### src/rtl/slm_si_pkg.sv
package slm_si_pkg;
   localparam int IDX_W = 2;
   localparam int CW_W  = 5;
   localparam int SYN_W = 3;

   // systematic encoder: data in the top two bits, three parity bits below
   function automatic logic [CW_W-1:0] si_encode(input logic [IDX_W-1:0] d);
      return {d[1], d[0], d[1], d[0], d[1] ^ d[0]};
   endfunction

   // parity-check column for each codeword bit position
   function automatic logic [SYN_W-1:0] si_hcol(input int pos);
      case (pos)
         4:       return 3'b101;
         3:       return 3'b011;
         2:       return 3'b100;
         1:       return 3'b010;
         default: return 3'b001;
      endcase
   endfunction

   function automatic logic [SYN_W-1:0] si_syndrome(input logic [CW_W-1:0] r);
      return {r[4] ^ r[2], r[3] ^ r[1], r[4] ^ r[3] ^ r[0]};
   endfunction
endpackage

### src/rtl/slm_si_enc.sv
module slm_si_enc
   import slm_si_pkg::*;
(
   input  logic [IDX_W-1:0] idx_i,
   output logic [CW_W-1:0]  cw_o
);
   always_comb cw_o = si_encode(idx_i);
endmodule

### src/rtl/slm_si_tx.sv
module slm_si_tx
   import slm_si_pkg::*;
#(
   parameter int SYM_W = 16
) (
   input  logic                    clk,
   input  logic                    rst_n,
   input  logic                    load_i,
   input  logic [CW_W-1:0]         cw_i,
   input  logic [SYM_W-2:0]        amp_i,
   output logic                    ready_o,
   output logic                    sym_valid_o,
   output logic signed [SYM_W-1:0] sym_o
);
   localparam int CNT_W = $clog2(CW_W);

   logic [CW_W-1:0]  shreg_q;
   logic [CNT_W-1:0] left_q;
   logic [SYM_W-2:0] amp_q;

   function automatic logic signed [SYM_W-1:0] bpsk(input logic b, input logic [SYM_W-2:0] a);
      logic signed [SYM_W-1:0] mag;
      mag = $signed({1'b0, a});
      return b ? -mag : mag;
   endfunction

   assign ready_o = (left_q == '0);

   always_ff @(posedge clk or negedge rst_n) begin
      if (!rst_n) begin
         shreg_q     <= '0;
         left_q      <= '0;
         amp_q       <= '0;
         sym_valid_o <= 1'b0;
         sym_o       <= '0;
      end else if (load_i && ready_o) begin
         sym_o       <= bpsk(cw_i[CW_W-1], amp_i);
         sym_valid_o <= 1'b1;
         shreg_q     <= cw_i << 1;
         left_q      <= CNT_W'(CW_W - 1);
         amp_q       <= amp_i;
      end else if (!ready_o) begin
         sym_o       <= bpsk(shreg_q[CW_W-1], amp_q);
         sym_valid_o <= 1'b1;
         shreg_q     <= shreg_q << 1;
         left_q      <= left_q - 1'b1;
      end else begin
         sym_valid_o <= 1'b0;
      end
   end
endmodule

### src/rtl/slm_si_dec.sv
module slm_si_dec
   import slm_si_pkg::*;
(
   input  logic             clk,
   input  logic             rst_n,
   input  logic             valid_i,
   input  logic [CW_W-1:0]  bits_i,
   output logic             valid_o,
   output logic [IDX_W-1:0] idx_o,
   output logic             fixed_o,
   output logic             err_o
);
   logic [SYN_W-1:0] syn;
   logic [CW_W-1:0]  flip;
   logic [CW_W-1:0]  repaired;
   logic             hit;

   assign syn = si_syndrome(bits_i);

   for (genvar g = 0; g < CW_W; g++) begin : g_col
      assign flip[g] = (syn == si_hcol(g));
   end

   assign repaired = bits_i ^ flip;
   assign hit      = |flip;

   always_ff @(posedge clk or negedge rst_n) begin
      if (!rst_n) begin
         valid_o <= 1'b0;
         idx_o   <= '0;
         fixed_o <= 1'b0;
         err_o   <= 1'b0;
      end else begin
         valid_o <= valid_i;
         if (valid_i) begin
            idx_o   <= repaired[CW_W-1 -: IDX_W];
            fixed_o <= hit;
            err_o   <= (syn != '0) && !hit;
         end
      end
   end
endmodule

### src/rtl/slm_si_codec.sv
module slm_si_codec
   import slm_si_pkg::*;
#(
   parameter int SYM_W = 16
) (
   input  logic                    clk,
   input  logic                    rst_n,
   input  logic                    tx_valid_i,
   input  logic [1:0]              tx_idx_i,
   input  logic [SYM_W-2:0]        tx_amp_i,
   output logic                    tx_ready_o,
   output logic                    sym_valid_o,
   output logic signed [SYM_W-1:0] sym_o,
   input  logic                    rx_valid_i,
   input  logic [4:0]              rx_bits_i,
   output logic                    dec_valid_o,
   output logic [1:0]              dec_idx_o,
   output logic                    dec_fixed_o,
   output logic                    dec_err_o
);
   if (SYM_W < 2) begin : g_bad_w
      $error("slm_si_codec: SYM_W must be at least 2");
   end

   logic [CW_W-1:0] cw;

   slm_si_enc u_enc (
      .idx_i (tx_idx_i),
      .cw_o  (cw)
   );

   slm_si_tx #(.SYM_W(SYM_W)) u_tx (
      .clk         (clk),
      .rst_n       (rst_n),
      .load_i      (tx_valid_i),
      .cw_i        (cw),
      .amp_i       (tx_amp_i),
      .ready_o     (tx_ready_o),
      .sym_valid_o (sym_valid_o),
      .sym_o       (sym_o)
   );

   slm_si_dec u_dec (
      .clk     (clk),
      .rst_n   (rst_n),
      .valid_i (rx_valid_i),
      .bits_i  (rx_bits_i),
      .valid_o (dec_valid_o),
      .idx_o   (dec_idx_o),
      .fixed_o (dec_fixed_o),
      .err_o   (dec_err_o)
   );
endmodule

### config.mk
export PLATFORM = sky130hd
export DESIGN_NAME = slm_si_codec
export DESIGN_NICKNAME = d
export VERILOG_FILES = /design/src/rtl/slm_si_pkg.sv /design/src/rtl/slm_si_enc.sv /design/src/rtl/slm_si_tx.sv /design/src/rtl/slm_si_dec.sv /design/src/rtl/slm_si_codec.sv
export SDC_FILE = /design/constraint.sdc
export NUM_CORES = 1
export LEC_CHECK = 0
export BUFFER_PORTS_ARGS = -buffer_cell sky130_fd_sc_hd__buf_2
export CORE_ASPECT_RATIO = 1.75
export CORE_MARGIN = 2
export CORE_UTILIZATION = 54
export DETAILED_ROUTE_END_ITERATION = 16
export GPL_ROUTABILITY_DRIVEN = 0
export HOLD_SLACK_MARGIN = 0.06
export PLACE_DENSITY = 0.76
export SYNTH_ARGS = -nofsm -noshare
export SYNTH_HDL_FRONTEND = slang
export SYNTH_SLANG_ARGS = --single-unit
### constraint.sdc
create_clock -name clk -period 2.4 [get_ports clk]
set_input_delay 0.24 -clock clk [delete_from_list [all_inputs] [get_ports clk]]
set_output_delay 0.24 -clock clk [all_outputs]
set_load 0.02 [all_outputs]
==> metrics.yaml <==
num_rows: 33
setup_violations: 0
post-route-drc-count: 0
drtIter0Drc: 48
crit_path_start_kind: "register"
worstSetupPathType: "reg -> reg"
vias: 2338
hold_violations: 0
grt_pass1_vias: 2391
die-area_um2: 5520
p_leak_nw: 1.40
synthTopCellsByArea: "dfrtp_1 (41%), mux2i_1 (5.6%), mux2_2 (5.1%)"
clock_path_buffers: 2
cp_max_fo: 5
fin_crit_ns: 2.08
rsz0062_at_grt: "false"
drive_above_1_share_pct: 25.8
grt.overflow.total: 0
initial_core_util_pct: 56.5
die_y_um: 96.8
yosysMostFrequentCell: "dfrtp_1"
hp-class: "in -> reg"
clk_pin_slew_ns: 0.08
fp.coreArea_um2: 4710
synth_flop_cell: "dfrtp_1"
ys_ff_latch: 44
cts_resized: 0
drt-pass1-iter-count: 4
netlist.area_leader.share_pct: 41.4
power_mw: 3.67
syn_nets: 313
ioPinCount: 49
power_density_nw_per_um2: 1170
cts_tree: "built"
n_antenna_cell: 0
synth.yosys.seq_area_share_pct: 41.4
finalWirelength_um: 6510
finalSetupTns_ns: 0
synthArstFlopShare_pct: 100
grt_usage_pct: 25.2
crit_arrival_ns: 2.32
synth_top_cell_by_area: "dfrtp_1"
io_buffers: 48
synth_edf_count: 0
yosys-top-cells-count: "dfrtp_1 (44), o21ai_0 (25), nand2_1 (23), nor2_1 (16), mux2i_1 (15)"
cp.required_ns: 2.63
vias_per_cell: 6.07
synth_area_um2: 2660
wl_per_cell_um: 16.9
post_synth.cell_area_avg_um2: 9.40
cp-end-kind: "register"
grt_max_degree: 27
relSlewSlack_pct: 60.6
max_clock_freq_ghz: 0.480
cts_sinks: 44
fin_nets: 362
ir_worst_vdd_uv: 780
grt_pass1_wl_um: 11100
die_w_um: 57.0
hpwl_um: 4810
ctsHtreeMaxLevel: 2
antenna_found_initial: 0
area_growth_pct: 17.9
worst_slew_pin_slew_ns: 0.589
ant_nets: 0
cts_buffers: 5
ys_types: 47
syn_inst: 283
slew_viol_final: 0
maxCapViolCount: 0
status: "complete, no violations"
root_buffer: "clkbuf_8"
finClkSkew_ns: 0.0104
period_share_pct: 86.7
insertion_delay_ns: 0.31
yosys_warnings: 0
## cells by family (layout without fill, tap and decap cells)
| group | count (synthesis) | in the layout | synth area share, % |
|---|---|---|---|
| compound gates | 73 | 73 | 17.8 |
| xor+xnor | 19 | 19 | 6.26 |
| fa+ha+maj | 4 | 4 | 1.88 |
| buf+inv | 28 | 78 | 4.05 |
| flops | 44 | 44 | 41.4 |
| mux | 28 | 28 | 11.2 |
| simple gates | 87 | 87 | 17.4 |
## metal layers
metal	up-vias	share of wire, %	wire length, um	track usage, %
li1	1116	-	-	-
met1	1138	40	2580	30.6
met2	70	53	3470	42.7
met3	14	4.4	289	3.07
met4	0	2.6	170	12.5
met5	-	0	0	0
## state kept, by name (all words and copies together), names as in the netlist
name / count
u_tx.shreg_q: 4
u_dec.err_o: 1
u_dec.idx_o: 2
u_dec.fixed_o: 1
u_tx.left_q: 3
u_tx.sym_valid_o: 1
u_dec.valid_o: 1
u_tx.amp_q: 15
u_tx.sym_o: 16
## final timing paths
| path | depth (start not counted) | end | from | slack (ns) |
|---|---|---|---|---|
| min in group asynchronous | 2 | u_tx.shreg_q[1]$_DFFE_PN0P_ | rst_n | 0.43 |
| max | 7 | u_tx.sym_o[12]$_DFFE_PN0P_ | u_tx.amp_q[1]$_DFFE_PN0P_ | 0.32 |
| min reg2reg | 1 | u_tx.left_q[2]$_DFFE_PN0P_ | u_tx.left_q[2]$_DFFE_PN0P_ | 0.49 |
| max reg2reg | 7 | u_tx.sym_o[12]$_DFFE_PN0P_ | u_tx.amp_q[1]$_DFFE_PN0P_ | 0.32 |
| min | 1 | u_dec.valid_o$_DFF_PN0_ | rx_valid_i | 0.13 |
| max in group asynchronous | 3 | u_dec.valid_o$_DFF_PN0_ | rst_n | 1.27 |
## through the flow
stage          cells  utilization, %  hold slack (ns)  setup WS, ns  area [um2]
2_1_floorplan    283               -          -0.0556         0.456        2660
3_3_place_gp     376            63.0            0.252         0.367        2970
3_5_place_dp     376            63.0            0.261         0.314        2970
4_1_cts          385            66.6            0.127         0.293        3130
5_1_grt          385            66.6            0.127         0.142        3130
6_report         385            66.6            0.130         0.318        3130
## critical path: stages (launching register included)
cell and delay (ns):
dfrtp_1 0.42, inv_1 0.07, ha_1 0.19, or3b_2 0.52, o41ai_1 0.42, xnor2_1 0.17
nor2_1 0.06, o22ai_1 0.16
## final cells by class
type	instances	area [um2]
fillers	390	1570
multi-input cells	211	1450
flip-flops and latches	44	1100
repair buffers	57	310
clock inverters	3	90.1
clock buffers	5	68.8
well taps	52	65.1
inverters	13	48.8
## power breakdown
group / internal, mW / total [mW] / switching [mW] / leakage [nW]
clock: 0.521 / 0.792 / 0.272 / 0.0784
sequential: 1.06 / 1.32 / 0.256 / 0.539
combinational: 0.681 / 1.55 / 0.872 / 0.782
total: 2.27 / 3.67 / 1.40 / 1.40
## what timing repair did
item / in CTS / in global routing
setup buffers: 0 / 0
endpoints found under the setup margin: 0 / 0
hold endpoints to repair: 23 / 0
hold buffers: 1 / 0
## placed cells by master (no fill, tap or decap), types with 2 or more instances in the layout
cell	Yosys	routed
o31ai_1	5	5
nand2_1	23	23
buf_2	2	48
nor3_1	5	5
o41ai_1	3	3
or2_2	3	3
mux2i_1	15	15
mux2_2	12	12
o22ai_1	4	4
or3_1	4	4
xnor2_1	11	11
a211oi_1	4	4
and3_1	2	2
nand2b_1	3	3
ha_1	4	4
xor2_1	8	8
clkbuf_8	0	5
a221o_1	2	2
a31oi_1	2	2
o221ai_1	4	4
nor3_2	2	2
nand3_1	5	5
inv_1	13	13
or4_4	2	2
nor4_1	2	2
a21boi_0	3	3
nor2_1	16	16
a21oi_1	10	10
buf_4	0	8
a221oi_1	2	2
or4_1	2	2
bufinv_16	0	3
nor2b_1	12	12
o211ai_1	3	3
o21ai_1	2	2
dfrtp_1	44	44
o21ai_0	25	25
Power figures use the tool's default switching activity.
